`src/rtl/pr_pkg.sv`:
```
package pr_pkg;

   typedef enum logic [1:0] {
      ST_IDLE  = 2'd0,
      ST_FIRST = 2'd1,
      ST_NEXT  = 2'd2
   } pr_state_e;

endpackage

```
`src/rtl/pr_wait_cnt.sv`:
```
module pr_wait_cnt #(
   parameter int CNT_W = 4
) (
   input  logic             clk,
   input  logic             rst_n,
   input  logic             load,
   input  logic [CNT_W-1:0] load_val,
   output logic             cnt_zero
);

   logic [CNT_W-1:0] cnt_q;

   always_ff @(posedge clk or negedge rst_n) begin
      if (!rst_n) begin
         cnt_q <= '0;
      end else if (load) begin
         cnt_q <= load_val;
      end else if (cnt_q != '0) begin
         cnt_q <= cnt_q - 1'b1;
      end
   end

   assign cnt_zero = (cnt_q == '0);

endmodule

```
`src/rtl/pr_addr_gen.sv`:
```
module pr_addr_gen #(
   parameter int ADDR_W     = 26,
   parameter int STEP_BYTES = 4,
   parameter bit FALL_EDGE  = 1'b1
) (
   input  logic              clk,
   input  logic              rst_n,
   input  logic              load,
   input  logic [ADDR_W-1:0] load_addr,
   input  logic              advance,
   output logic [ADDR_W-1:0] bus_addr
);

   localparam logic [ADDR_W-1:0] STEP = ADDR_W'(STEP_BYTES);

   logic [ADDR_W-1:0] addr_q;

   always_ff @(posedge clk or negedge rst_n) begin
      if (!rst_n) begin
         addr_q <= '0;
      end else if (load) begin
         addr_q <= load_addr;
      end else if (advance) begin
         addr_q <= addr_q + STEP;
      end
   end

   generate
      if (FALL_EDGE) begin : g_fall
         logic [ADDR_W-1:0] addr_fall_q;
         always_ff @(negedge clk or negedge rst_n) begin
            if (!rst_n) begin
               addr_fall_q <= '0;
            end else begin
               addr_fall_q <= addr_q;
            end
         end
         assign bus_addr = addr_fall_q;
      end else begin : g_rise
         assign bus_addr = addr_q;
      end
   endgenerate

endmodule

```
`src/rtl/pr_seq.sv`:
```
module pr_seq
   import pr_pkg::*;
#(
   parameter int DATA_W  = 32,
   parameter int BEAT_W  = 4,
   parameter int WAITB_W = 2
) (
   input  logic              clk,
   input  logic              rst_n,
   input  logic              req_valid,
   input  logic              req_write,
   input  logic [BEAT_W-1:0] req_beats,
   input  logic [DATA_W-1:0] req_wdata,
   input  logic              cnt_zero,
   input  logic              bus_wait_n,
   input  logic [DATA_W-1:0] bus_rdata,
   output logic              accept,
   output logic              advance,
   output logic              busy,
   output logic              rdata_valid,
   output logic [DATA_W-1:0] rdata,
   output logic              cs_n,
   output logic              rd_n,
   output logic              wr_n,
   output logic              bs_n,
   output logic [DATA_W-1:0] wdata,
   output logic              wdata_oe
);

   localparam int          CYC_W     = 8;
   localparam int unsigned LATER_MAX = (1 << WAITB_W) - 1;

   pr_state_e         state_q;
   logic [BEAT_W-1:0] left_q;
   logic              is_wr_q;
   logic              cs_n_q, rd_n_q, wr_n_q, bs_n_q, oe_q, rv_q;
   logic [DATA_W-1:0] wd_q, rdat_q;
   logic              beat_end;
   logic [CYC_W-1:0]  beat_cyc_q;

   // a beat ends when its wait count is spent; external wait only counts on beat one
   always_comb begin
      unique case (state_q)
         ST_FIRST: beat_end = cnt_zero && bus_wait_n;
         ST_NEXT:  beat_end = cnt_zero;
         default:  beat_end = 1'b0;
      endcase
   end

   assign accept  = (state_q == ST_IDLE) && req_valid;
   assign advance = beat_end && (left_q != '0);

   always_ff @(posedge clk or negedge rst_n) begin
      if (!rst_n) begin
         state_q <= ST_IDLE;
         left_q  <= '0;
         is_wr_q <= 1'b0;
         cs_n_q  <= 1'b1;
         rd_n_q  <= 1'b1;
         wr_n_q  <= 1'b1;
         bs_n_q  <= 1'b1;
         oe_q    <= 1'b0;
         rv_q    <= 1'b0;
         wd_q    <= '0;
         rdat_q  <= '0;
      end else begin
         rv_q <= 1'b0;
         unique case (state_q)
            ST_IDLE: begin
               if (req_valid) begin
                  state_q <= ST_FIRST;
                  is_wr_q <= req_write;
                  cs_n_q  <= 1'b0;
                  bs_n_q  <= 1'b0;
                  rd_n_q  <= req_write;
                  wr_n_q  <= !req_write;
                  oe_q    <= req_write;
                  wd_q    <= req_wdata;
                  if (req_write || req_beats == '0) begin
                     left_q <= '0;
                  end else begin
                     left_q <= req_beats - 1'b1;
                  end
               end
            end
            ST_FIRST, ST_NEXT: begin
               bs_n_q <= 1'b1;
               if (beat_end) begin
                  if (!is_wr_q) begin
                     rdat_q <= bus_rdata;
                     rv_q   <= 1'b1;
                  end
                  if (left_q != '0) begin
                     state_q <= ST_NEXT;
                     left_q  <= left_q - 1'b1;
                  end else begin
                     state_q <= ST_IDLE;
                     cs_n_q  <= 1'b1;
                     rd_n_q  <= 1'b1;
                     wr_n_q  <= 1'b1;
                     oe_q    <= 1'b0;
                  end
               end
            end
            default: state_q <= ST_IDLE;
         endcase
      end
   end

   // cycles spent in the current beat, kept for the checks below
   always_ff @(posedge clk or negedge rst_n) begin
      if (!rst_n) begin
         beat_cyc_q <= '0;
      end else if (accept || advance) begin
         beat_cyc_q <= '0;
      end else if (state_q != ST_IDLE && beat_cyc_q != '1) begin
         beat_cyc_q <= beat_cyc_q + 1'b1;
      end
   end

   assign busy        = !cs_n_q;
   assign rdata_valid = rv_q;
   assign rdata       = rdat_q;
   assign cs_n        = cs_n_q;
   assign rd_n        = rd_n_q;
   assign wr_n        = wr_n_q;
   assign bs_n        = bs_n_q;
   assign wdata       = wd_q;
   assign wdata_oe    = oe_q;

   AST_BS_SINGLE_CYCLE: assert property (@(posedge clk) disable iff (!rst_n)
      !bs_n_q |=> bs_n_q);
   AST_BS_OPENS_ACCESS: assert property (@(posedge clk) disable iff (!rst_n)
      !bs_n_q |-> $fell(cs_n_q));
   AST_ACCEPT_FROM_IDLE: assert property (@(posedge clk) disable iff (!rst_n)
      $fell(cs_n_q) |-> $past(state_q) == ST_IDLE);
   AST_RD_HELD_IN_BURST: assert property (@(posedge clk) disable iff (!rst_n)
      (state_q == ST_NEXT) |-> (!rd_n_q && !cs_n_q && wr_n_q));
   AST_READ_STARTS_WITH_CS: assert property (@(posedge clk) disable iff (!rst_n)
      $fell(rd_n_q) |-> $fell(cs_n_q));
   AST_STROBES_RELEASE: assert property (@(posedge clk) disable iff (!rst_n)
      $rose(cs_n_q) |-> (rd_n_q && wr_n_q && !oe_q));
   AST_LATER_BEAT_BOUND: assert property (@(posedge clk) disable iff (!rst_n)
      (state_q == ST_NEXT) |-> (32'(beat_cyc_q) <= LATER_MAX));
   AST_VALID_AFTER_WAIT: assert property (@(posedge clk) disable iff (!rst_n)
      rv_q |-> ($past(cnt_zero) && !$past(rd_n_q)));
   AST_WRITE_NO_BURST: assert property (@(posedge clk) disable iff (!rst_n)
      !wr_n_q |-> (state_q == ST_FIRST));

endmodule

```
`src/rtl/pagerom_ctrl.sv`:
```
module pagerom_ctrl #(
   parameter int ADDR_W    = 26,
   parameter int DATA_W    = 32,
   parameter int BEAT_W    = 4,
   parameter int WAITF_W   = 4,
   parameter int WAITB_W   = 2,
   parameter bit FALL_ADDR = 1'b1
) (
   input  logic               clk,
   input  logic               rst_n,
   input  logic               req_valid,
   input  logic               req_write,
   input  logic [ADDR_W-1:0]  req_addr,
   input  logic [BEAT_W-1:0]  req_beats,
   input  logic [DATA_W-1:0]  req_wdata,
   input  logic [WAITF_W-1:0] cfg_wait_first,
   input  logic [WAITB_W-1:0] cfg_wait_burst,
   output logic               busy,
   output logic               rdata_valid,
   output logic [DATA_W-1:0]  rdata,
   output logic               bus_cs_n,
   output logic               bus_rd_n,
   output logic               bus_wr_n,
   output logic               bus_bs_n,
   input  logic               bus_wait_n,
   output logic [ADDR_W-1:0]  bus_addr,
   input  logic [DATA_W-1:0]  bus_rdata,
   output logic [DATA_W-1:0]  bus_wdata,
   output logic               bus_wdata_oe
);

   localparam int CNT_W      = (WAITF_W > WAITB_W) ? WAITF_W : WAITB_W;
   localparam int STEP_BYTES = DATA_W / 8;

   initial begin
      assert (DATA_W >= 8 && DATA_W % 8 == 0)
         else $error("DATA_W must be a whole number of bytes");
      assert (BEAT_W >= 1 && ADDR_W >= 2)
         else $error("BEAT_W and ADDR_W too small");
      assert (WAITF_W >= 1 && WAITB_W >= 1)
         else $error("wait fields need at least one bit");
   end

   logic             seq_accept;
   logic             seq_advance;
   logic             cnt_zero;
   logic [CNT_W-1:0] cnt_load_val;

   assign cnt_load_val = seq_accept ? CNT_W'(cfg_wait_first) : CNT_W'(cfg_wait_burst);

   pr_wait_cnt #(
      .CNT_W (CNT_W)
   ) u_wait (
      .clk      (clk),
      .rst_n    (rst_n),
      .load     (seq_accept || seq_advance),
      .load_val (cnt_load_val),
      .cnt_zero (cnt_zero)
   );

   pr_addr_gen #(
      .ADDR_W     (ADDR_W),
      .STEP_BYTES (STEP_BYTES),
      .FALL_EDGE  (FALL_ADDR)
   ) u_addr (
      .clk       (clk),
      .rst_n     (rst_n),
      .load      (seq_accept),
      .load_addr (req_addr),
      .advance   (seq_advance),
      .bus_addr  (bus_addr)
   );

   pr_seq #(
      .DATA_W  (DATA_W),
      .BEAT_W  (BEAT_W),
      .WAITB_W (WAITB_W)
   ) u_seq (
      .clk         (clk),
      .rst_n       (rst_n),
      .req_valid   (req_valid),
      .req_write   (req_write),
      .req_beats   (req_beats),
      .req_wdata   (req_wdata),
      .cnt_zero    (cnt_zero),
      .bus_wait_n  (bus_wait_n),
      .bus_rdata   (bus_rdata),
      .accept      (seq_accept),
      .advance     (seq_advance),
      .busy        (busy),
      .rdata_valid (rdata_valid),
      .rdata       (rdata),
      .cs_n        (bus_cs_n),
      .rd_n        (bus_rd_n),
      .wr_n        (bus_wr_n),
      .bs_n        (bus_bs_n),
      .wdata       (bus_wdata),
      .wdata_oe    (bus_wdata_oe)
   );

   AST_ADDR_STEP: assert property (@(posedge clk) disable iff (!rst_n)
      (!bus_cs_n && !$past(bus_cs_n) && bus_addr != $past(bus_addr))
      |-> bus_addr == $past(bus_addr) + ADDR_W'(STEP_BYTES));
   AST_IDLE_QUIET: assert property (@(posedge clk) disable iff (!rst_n)
      bus_cs_n |-> (bus_rd_n && bus_wr_n && bus_bs_n && !bus_wdata_oe));

endmodule

```
`config.mk`:
```
export PLATFORM = sky130hd
export DESIGN_NAME = pagerom_ctrl
export DESIGN_NICKNAME = d
export VERILOG_FILES = /design/src/rtl/pr_pkg.sv /design/src/rtl/pr_wait_cnt.sv /design/src/rtl/pr_addr_gen.sv /design/src/rtl/pr_seq.sv /design/src/rtl/pagerom_ctrl.sv
export SDC_FILE = /design/constraint.sdc
export NUM_CORES = 1
export LEC_CHECK = 0
export BUFFER_PORTS_ARGS = -buffer_cell sky130_fd_sc_hd__buf_2
export CORE_ASPECT_RATIO = 0.9
export CORE_MARGIN = 4
export CORE_UTILIZATION = 45
export CTS_CLUSTER_SIZE = 10
export DETAILED_ROUTE_END_ITERATION = 16
export GPL_TIMING_DRIVEN = 1
export PLACE_DENSITY_LB_ADDON = 0.05
export SETUP_SLACK_MARGIN = 0.4
export SLEW_MARGIN = 20
export SYNTH_ARGS = -nofsm -noshare
export SYNTH_HDL_FRONTEND = slang
export SYNTH_SLANG_ARGS = --single-unit
```
`constraint.sdc`:
```
create_clock -name clk -period 2.2 [get_ports clk]
set_clock_uncertainty 0.2 [all_clocks]
set_input_delay 0.22 -clock clk [delete_from_list [all_inputs] [get_ports clk]]
set_output_delay 0.22 -clock clk [all_outputs]
set_load 0.05 [all_outputs]
```
==> results.ini <==
[synthesis]
yosys_most_used_dff=dfrtp_1
synth_top_area_share_pct=46.43
synth_largest_area_cell=dfrtp_1
ys_types=48
yosysWarningCount=0
syn_avg_cell_area_um2=10.80
syn-cell-area_um2=5552
ys_seq_elements=133
async_flop_share_pct=100.0
synth_edf_count=0
synth_area_leaders=dfrtp_1 46%, dfrtn_1 12%, nand2_1 8.5%, mux2_2 6.9%, a31oi_1 2.0%
synthesis.nets=628
ys_seq_area_share_pct=60.04
synth_cells=514

[power]
leakage_nw=5.021
vdd_drop_max_mv=1.002
power_density_nw_per_um2=1581
totalPowerFinal_mw=16.19

[placed_design]
routabilityCongestion=0.8219
hpwlAfterDp_mm=11.11
port_buffers=201

[global_route]
antenna_found_initial=0
grt-ovfl-total=0
grt_pass1_wl_mm=32.45
grtUsageTotal_pct=29.42
grt_pass1_vias=6125
grt_start_max_net_pins=39

[clock_tree]
cts_made_buffers=17
clk_path_buf_depth=2
cts_tree=yes
htreeDepth=4
path_clk_slew_ns=0.06
cts-root-buf=clkbuf_16
numClockSinks=133
clkLatencyLatePin_ns=0.43

[critical_path]
cp_max_fo=1
cp.arrival_ns=2.11
path_class=flip-flop to primary output
path_delay_family=flip-flops
cp-start-kind=flip-flop
cpPeakStageDelay_ns=0.43
cp-end-kind=primary output
path_cells=buf_6
cp_slowest_cell=dfrtn_1
path_buf_inv=1
worstPathRequired_ns=1.78

[floorplan]
die_w_um=125.1
rows=38
initial_core_util_pct=45.97
core_area_um2=12080
die_area_um2=14180
die_height_um=113.4
ios=202

[route]
drtPass1Iterations=6
via_count=5948
ant_nets=0
drt_iter0_markers=399
drc=0
wire_per_inst_um=19.81
routed_wl_mm=21.87
viasPerCell=5.388

[timing]
rsz0062_at_grt=true
tightest_slew_ns=1.024
setup_viol=36
setup_slack_ns=-0.3303
fin_worst_hold_slack_ns=0.1134
max_slew_margin_pct=31.76
maxSlewViolCount=0
finalHoldViolations=0

[layout]
final_layout_size_suffix_gt1_share_pct=48.20
area_delta_synth_final_pct=84.49
nets=1045
n_antenna_cell=0

[worst_hold_path]
holdCritPathClass=primary input to flip-flop

[status]
status=finished, violations left
violations=negative setup slack

[run]
cap_violations=0

[placed cells by master, fill, tap and decap left out, types with 6 or more instances in the layout]
master	synthesis	layout
a31oi_1	18	13
buf_12	0	6
buf_2	5	174
buf_4	0	63
buf_6	0	69
clkbuf_16	0	17
dfrtn_1	26	26
dfrtp_1	103	95
dfrtp_2	0	8
dlygate4sd3_1	0	100
inv_1	16	12
mux2_4	0	34
nand2_1	125	123
nand3_1	12	7
nand4_1	6	6
nor2_1	23	23
o21ai_0	17	6
o21ai_1	0	9
o31ai_1	11	9
or3_1	8	6
or4_4	0	7
[final cells by class]
class	count	area, um2
inverters	16	60.06
well taps	160	200.2
fillers	622	1834
repair buffers	420	3410
multi-input cells	343	2600
clock buffers	18	429.2
clock inverters	14	200.2
flip-flops and latches	133	3343
[worst reg2reg max path, stage by stage (launching register included)]
cell      delay [ns]
dfrtp_1         0.37
inv_2           0.07
ha_4            0.27
and4bb_2        0.26
nand4_1         0.12
buf_6           0.17
buf_6           0.11
or4_4           0.49
a31oi_4         0.20
[metal layers]
metal  vias up  GRT usage [%]  wire [um]
met2       305          50.48      11090
met4         0          15.25       1080
met1      2911          34.40       8223
met5         -              0          0
met3        91          7.537       1482
li1       2641              -          -
[stage by stage]
stage	std cells	TNS [ns]	util, %	cell area [um2]	setup WS [ns]
6_report	1104	-8.174	84.81	10240	-0.3303
5_1_grt	1104	-11.29	84.81	10240	-0.3602
4_1_cts	1079	-7.448	81.29	9817	-0.3069
3_5_place_dp	891	-0.006148	59.12	7139	-0.006148
3_3_place_gp	891	0	59.12	7139	0.02738
2_1_floorplan	514	0	-	5723	0.02876
[power breakdown]
group / internal, mW / switching [mW]
logic: 3.31 / 5.45
registers: 3.60 / 0.787
clock network: 1.91 / 1.13
[cells in the mapped netlist, types with 2 or more instances]
library cell	count
buf_1	2
nand3_1	12
clkbuf_1	16
and4_1	3
o31ai_1	11
o211ai_1	3
nand2_1	125
o41ai_1	3
inv_1	16
mux2i_1	2
nor4_1	3
nand4_1	6
and2_1	2
o2bb2ai_1	2
o22ai_1	2
nand4b_1	2
or3_1	8
nor2_1	23
nor3b_1	2
nor3_1	8
and3_1	3
or3b_2	2
buf_2	5
or4_1	10
nor2b_1	2
mux2_2	34
a211oi_1	2
ha_1	9
dfrtp_1	103
dfstp_2	4
dfrtn_1	26
a31oi_1	18
xnor2_1	4
o21ai_0	17
a21oi_1	8
xor2_1	4
[final timing paths]
path | from | to | slack (ns) | depth (start not counted)
setup / recovery | u_addr.bus_addr[17]$_DFF_NN0_ | bus_addr[17] | -0.33 | 1
hold / removal | req_beats[2] | u_seq.left_q[2]$_DFFE_PN0P_ | 0.11 | 4
setup reg to reg | u_seq.state_q[0]$_DFFE_PN0P_ | u_addr.addr_q[15]$_DFFE_PN0P_ | -0.13 | 8
hold reg to reg | u_seq.wdata[27]$_DFFE_PN0P_ | u_seq.wdata[27]$_DFFE_PN0P_ | 0.27 | 2
max in group asynchronous | rst_n | u_seq.wdata[5]$_DFFE_PN0P_ | 0.72 | 3
min in group asynchronous | rst_n | u_seq.rdata[17]$_DFFE_PN0P_ | 0.18 | 2
[kinds of logic after synthesis]
family,Yosys count,share of synthesized area [%]
flip-flops,133,60.04
AO/OA/AOI/OAI,74,8.700
adder cells (fa/ha/maj),9,2.028
buffers and inverters,39,2.750
AND/OR/NAND/NOR,215,17.96
XOR/XNOR,8,1.262
multiplexers,36,7.257
[sequential cells by signal (all words and copies together), names as in the netlist]
register,count
u_seq.wdata,32
u_seq.state_q,2
u_seq.cs_n,1
u_seq.left_q,4
u_seq.rdata_valid,1
u_seq.rd_n,1
u_seq.bs_n,1
u_seq.wdata_oe,1
u_wait.cnt_q,4
u_addr.bus_addr,26
u_seq.rdata,32
u_seq.wr_n,1
u_addr.addr_q,26
u_seq.is_wr_q,1
[repair_timing]
item,CTS,global route
hold endpoints to repair,171,0
setup buffers,50,25
gates resized for setup,155,48
hold buffers,101,0
cloned,5,0
setup endpoints to repair,146,205
pin swaps,25,21
(Power assumes the default switching activity.)
